$ cat config.mk
export PLATFORM = sky130hd
export DESIGN_NAME = thermal_trip
export DESIGN_NICKNAME = d
export VERILOG_FILES = /design/src/rtl/thermal_trip_pkg.sv /design/src/rtl/thermal_trip_datapath.sv /design/src/rtl/thermal_trip_control.sv /design/src/rtl/thermal_trip.sv
export SDC_FILE = /design/constraint.sdc
export NUM_CORES = 1
export LEC_CHECK = 0
export BUFFER_PORTS_ARGS = -buffer_cell sky130_fd_sc_hd__buf_2
export CAP_MARGIN = 20
export CORE_ASPECT_RATIO = 1.4
export CORE_UTILIZATION = 34
export CTS_CLUSTER_DIAMETER = 120
export DETAILED_ROUTE_END_ITERATION = 8
export PLACE_DENSITY = 0.77
export SETUP_SLACK_MARGIN = 0.5
export SYNTH_ARGS = -nofsm -noshare
export SYNTH_HDL_FRONTEND = slang
export SYNTH_SLANG_ARGS = --single-unit
$ cat constraint.sdc
create_clock -name clk -period 1.15 [get_ports clk]
set_clock_uncertainty 0.2 [all_clocks]
set_input_delay 0.23 -clock clk [delete_from_list [all_inputs] [get_ports clk]]
set_output_delay 0.23 -clock clk [all_outputs]
set_load 0.01 [all_outputs]
$ cat src/rtl/thermal_trip_pkg.sv
`timescale 1ns/1ps
package thermal_trip_pkg;
  localparam int NUM_CH = 2;
  localparam int DEF_TEMP_W = 12;
  // Power-on limits, 0.25 degC per LSB
  localparam int DEF_LIMIT_A = 100 * 4;
  localparam int DEF_LIMIT_B = 136 * 4;

  // Strobes from datapath to control
  typedef struct packed {
    logic sample;  // valid sample on the selected channel
    logic above;   // sample >= limit + 1 LSB
    logic below;   // sample < limit
  } tripStrobe_t;
endpackage

$ cat src/rtl/thermal_trip_datapath.sv
`timescale 1ns/1ps
module thermal_trip_datapath
  import thermal_trip_pkg::*;
#(
  parameter int TEMP_W = DEF_TEMP_W
) (
  input  logic signed [TEMP_W-1:0] tempA,
  input  logic                     validA,
  input  logic signed [TEMP_W-1:0] tempB,
  input  logic                     validB,
  input  logic signed [TEMP_W-1:0] limitA,
  input  logic                     validDummy,
  input  logic signed [TEMP_W-1:0] limitB,
  input  logic                     chSel,
  output tripStrobe_t              strobe
);
  localparam int SEL_W = $clog2(NUM_CH);

  logic signed [TEMP_W-1:0] chTemp  [NUM_CH];
  logic signed [TEMP_W-1:0] chLimit [NUM_CH];
  logic [NUM_CH-1:0] chValid;
  logic [NUM_CH-1:0] chAbove;
  logic [NUM_CH-1:0] chBelow;
  logic [SEL_W-1:0]  selIdx;

  assign chTemp[0]  = tempA;
  assign chTemp[1]  = tempB;
  assign chLimit[0] = limitA;
  assign chLimit[1] = limitB;
  assign chValid    = {validB, validA};
  assign selIdx     = SEL_W'(chSel);

  // One signed comparator pair per channel; strict greater-than is
  // the same as temp >= limit + 1 LSB without overflow at full scale.
  for (genvar c = 0; c < NUM_CH; c++) begin : g_cmp
    assign chAbove[c] = chTemp[c] > chLimit[c];
    assign chBelow[c] = chTemp[c] < chLimit[c];
  end

  logic unusedOk;
  assign unusedOk = validDummy;

  always_comb begin
    strobe.sample = chValid[selIdx];
    strobe.above  = chAbove[selIdx];
    strobe.below  = chBelow[selIdx];
  end
endmodule

$ cat src/rtl/thermal_trip_control.sv
`timescale 1ns/1ps
module thermal_trip_control
  import thermal_trip_pkg::*;
(
  input  logic        clk,
  input  logic        rstN,
  input  tripStrobe_t strobe,
  input  logic        latchEn,
  input  logic        fanForceDis,
  input  logic        pinEn,
  output logic        overTempN,
  output logic        fanFullReq,
  output logic        tripStatus
);
  logic tripQ;
  logic tripD;

  always_comb begin
    tripD = tripQ;
    if (!pinEn) begin
      tripD = 1'b0;
    end else if (strobe.sample) begin
      if (strobe.above)      tripD = 1'b1;
      else if (!latchEn)     tripD = 1'b0;
      else if (strobe.below) tripD = 1'b0;
    end
  end

  always_ff @(posedge clk or negedge rstN) begin
    if (!rstN) tripQ <= 1'b0;
    else       tripQ <= tripD;
  end

  assign overTempN  = ~tripQ;
  assign fanFullReq = tripQ & ~fanForceDis;
  assign tripStatus = tripQ;
endmodule

$ cat src/rtl/thermal_trip.sv
`timescale 1ns/1ps
module thermal_trip
  import thermal_trip_pkg::*;
#(
  parameter int TEMP_W = DEF_TEMP_W
) (
  input  logic                     clk,
  input  logic                     rstN,
  input  logic signed [TEMP_W-1:0] tempA,
  input  logic                     validA,
  input  logic signed [TEMP_W-1:0] tempB,
  input  logic                     validB,
  input  logic signed [TEMP_W-1:0] limitA,
  input  logic signed [TEMP_W-1:0] limitB,
  input  logic                     chSel,
  input  logic                     latchEn,
  input  logic                     fanForceDis,
  input  logic                     pinEn,
  output logic                     overTempN,
  output logic                     fanFullReq,
  output logic                     tripStatus
);
  tripStrobe_t strobe;

  thermal_trip_datapath #(.TEMP_W(TEMP_W)) u_dp (
    .tempA(tempA), .validA(validA), .tempB(tempB), .validB(validB),
    .limitA(limitA), .validDummy(1'b0), .limitB(limitB),
    .chSel(chSel), .strobe(strobe)
  );

  thermal_trip_control u_ctl (
    .clk(clk), .rstN(rstN), .strobe(strobe), .latchEn(latchEn),
    .fanForceDis(fanForceDis), .pinEn(pinEn), .overTempN(overTempN),
    .fanFullReq(fanFullReq), .tripStatus(tripStatus)
  );
endmodule

==> metrics.md <==
| Metric | Value |
|---|---|
| Finished Layout Cells | ~180 |
| Layout Nets | between 200 and 250 |
| WP data required | about 0.81 ns |
| Number of DRC markers in iteration 0 | 4 |
| XOR/XNOR Fraction of Synth Area | 0% |
| Slew headroom | 86.4% |
| GRT Total Usage | between 10% and 20% |
| R2R depth | 4 |
| Starting Density | ~37% |
| Critical path fanouts, max | 2 |
| Initial antenna violation count | 0 |
| EDFF count, synth | 0 |
| Clock-pin slew on the worst setup and hold paths | 0 ns |
| Pint | 305 uW |
| Die Area | roughly 0.0022 mm2 |
| Metal3 WL | approximately 180 um |
| Flops & latches, synth | 1 |
| Yosys cell types | 23 |
| Vias in the first global route | 940 |
| Total grt overflow | 0 |
| Vias | roughly 910 |
| Final WL | approximately 2 mm |
| Combinational share of power | 90.7% |
| Final period util | 170% |
| Fmax achieved | 512 MHz |
| WP buf/inv | 2 |
| Switch share | approximately 40% |
| N_diodes | 0 |
| Synthesized net count | 176 |
| Predominant post-synthesis flop cell | dfrtp_1 |
| Max-cap viol count | 0 |
| Share of the synthesized area in the top cell type | 43.4% |
| Dominant cell type by area after synthesis | ha_1 |
| RR Endpoint | u_ctl.tripStatus |
| Seq/Total Area, Yosys | 3.62% |
| # DRC | 0 |
| Fraction of layout cells with a size suffix above 1 | between 50% and 60% |
| Status | finished, violations left |
| P_sw | roughly 200 uW |
| Minimum clock period | roughly 2 ns |
| Pre-CTS setup slack | -0.883 ns |
| I/O Pins | 59 |
| Synthesized area | 692 um2 |
| CP Capture Type | flop |
| Compound-Gate Fraction of Synth Area | 19.5% |
| CP cell instances | buf_2, inv_1, ha_4, nand2_1, or4_1, a22oi_2, nor3b_1, o221ai_1, o211ai_1 |
| Post-detailed-route via-to-cell ratio | slightly above 5 |
| Die extent in x | ~40 um |
| CP max stage delay | 0.53 ns |
| Gate Count Post-Synth | 96 |
| Die height | between 50 and 60 um |
| CP Class | in2reg |
| Synth Area in Simple Gates | between 10% and 20% |
| Worst flop-to-flop path startpoint | u_ctl.tripStatus |
| DR pass1 iterations | 4 |
| Cell with the most instances after synthesis | inv_1 |
| DR WL met2 | between 1 and 1.5 mm |
| Worst vdd ir | between 0.15 and 0.2 mV |
| GPL Wtd Cong | 0.747 |
| Area delta synth->final | 89.7% |
| Hold Crit Class | in2async |
| Largest family of logic cells by synthesized area | adder cells |
| Max Used Layer | met3 |
| Synth Warn # | 0 |
| P_leak | roughly 0.00073 uW |
| Reg power frac | 9.3% |
| Clock power frac | 0% |
| Worst Tran Pin Value | just over 0.2 ns |
| Later-pin clock latency in the skew report | 0 ns |
| Leading post-synthesis cells by cell area | ha_1 43%, inv_1 15%, a21oi_1 4.3% |
| Hold slack | -0.187 ns |
| Final Setup Violations | 2 |
| Final-report max-slew violation count | 0 |
| Antenna-violating nets left | 0 |
| DRT met1 WL | between 600 and 700 um |
| Global-route wire length before repair | between 3 and 4 mm |
| Largest net degree at the start of global routing | 5 |
| Final Hold Fails | 1 |
| Top Family by Delay on Critical Path | simple AND/OR/NAND/NOR gates |
| Failing checks | negative hold slack, negative setup slack |
| Avg Synthesized Cell Area | between 7 and 8 um2 |
| Mux share of post-synthesis cell area | ~1.4% |
| Worst setup margin | -0.802 ns |
| Slowest CP cell | or4_1 |
| Commonest cells in the netlist | 28 x inv_1, 24 x ha_1, 6 x a21oi_1, 5 x nor2_1 |
| Post-route cell area | about 0.0013 mm2 |
| Pwr Density | between 300 and 400 mW/mm2 |
| Row count | 18 |
| IO Port Bufs | 58 |
| Largest register FFs | 1 |
| Adder-cell share of the synthesized area | about 43% |
| Hpwl dp | around 1.7 mm |
| Arrival @ worst endpoint | about 1.6 ns |
| Dpl cell area | ~0.0012 mm2 |
| Post-synth ARST share | between 90% and 100% |
| Worst reg2reg setup slack | -0.08 ns |
| RSZ-0062 raised after global routing | yes |
| Avg WL per Cell | between 10 and 15 um |
| Core area | 0.00185 mm2 |
| CP startpoint kind | input port |
| Dpl cells | between 150 and 200 |
metal layers:
| layer | global-route usage [%] | up-vias |
|---|---|---|
| met2 | 36.6 | 43 |
| li1 | - | 468 |
| met1 | 19.0 | 400 |
| met3 | 3.21 | 0 |
| met5 | 0 | - |
| met4 | 2.46 | 0 |
power groups by stage:
| stage | combinational (uW) | clock [uW] | sequential (uW) |
|---|---|---|---|
| after global placement | 389 | 0 | 45.1 |
| after detailed placement | 401 | 0 | 45.3 |
| after floorplan | 201 | 0 | 48.3 |
| final | 459 | 0 | 47.1 |
| after global routing | 520 | 0 | 48.2 |
| after CTS | 441 | 0 | 46.2 |
placed cells by master, fill, tap and decap left out:
master,instances
a211o_1,1
buf_2,46
a21o_1,3
buf_6,11
nand2_1,4
o21ai_0,2
o211ai_1,1
inv_12,1
buf_4,7
a22oi_2,1
inv_4,5
o22ai_2,1
nand4b_1,1
ha_1,14
a211oi_1,1
nand2b_1,1
mux2i_1,1
buf_8,1
nor2_1,4
ha_4,10
inv_1,19
a21oi_1,6
nand3_1,4
nor3b_1,1
inv_2,2
a22o_1,1
dfrtp_1,1
or4_1,2
nor2_4,1
inv_6,1
o221ai_1,2
o2111ai_1,1
nand4_1,4
metrics by stage:
step	hold WS, ns	power, uW	util (%)	TNS, ns
after global placement	-0.190	434	64.7	-0.849
after CTS	-0.190	487	68.8	-0.860
after detailed placement	-0.190	447	64.7	-0.899
after global routing	-0.184	569	71.1	-0.984
final	-0.187	506	71.1	-0.833
after floorplan	-0.266	249	-	-0.629
layout make-up:
| type | count | area [um2] |
|---|---|---|
| fill | 157 | 534 |
| inverter | 28 | 135 |
| multi-input combinational | 67 | 706 |
| sequential | 1 | 25.0 |
| tap | 20 | 25.0 |
| timing repair buffer | 65 | 422 |
how the worst max path moves through the flow:
stage,from,depth (start not counted),to
6_report,limitA[1],9,u_ctl.tripStatus
5_1_grt,limitB[11],8,u_ctl.tripStatus
4_1_cts,limitA[6],9,u_ctl.tripStatus
3_5_place_dp,limitB[11],8,u_ctl.tripStatus
3_3_place_gp,limitB[11],8,u_ctl.tripStatus
2_1_floorplan,limitB[11],7,u_ctl.tripStatus
logic make-up after synthesis:
kind of cell | Yosys count
flops | 1
fa+ha+maj | 24
mux | 1
compound gates | 20
simple gates | 22
buf+inv | 28
what timing repair did:
action,in CTS,in global routing
pin swaps,10,4
endpoints found under the hold margin,1,1
resized for setup,15,5
setup buffers,0,1
setup endpoints to repair,4,4
Power figures use the tool's default switching activity.
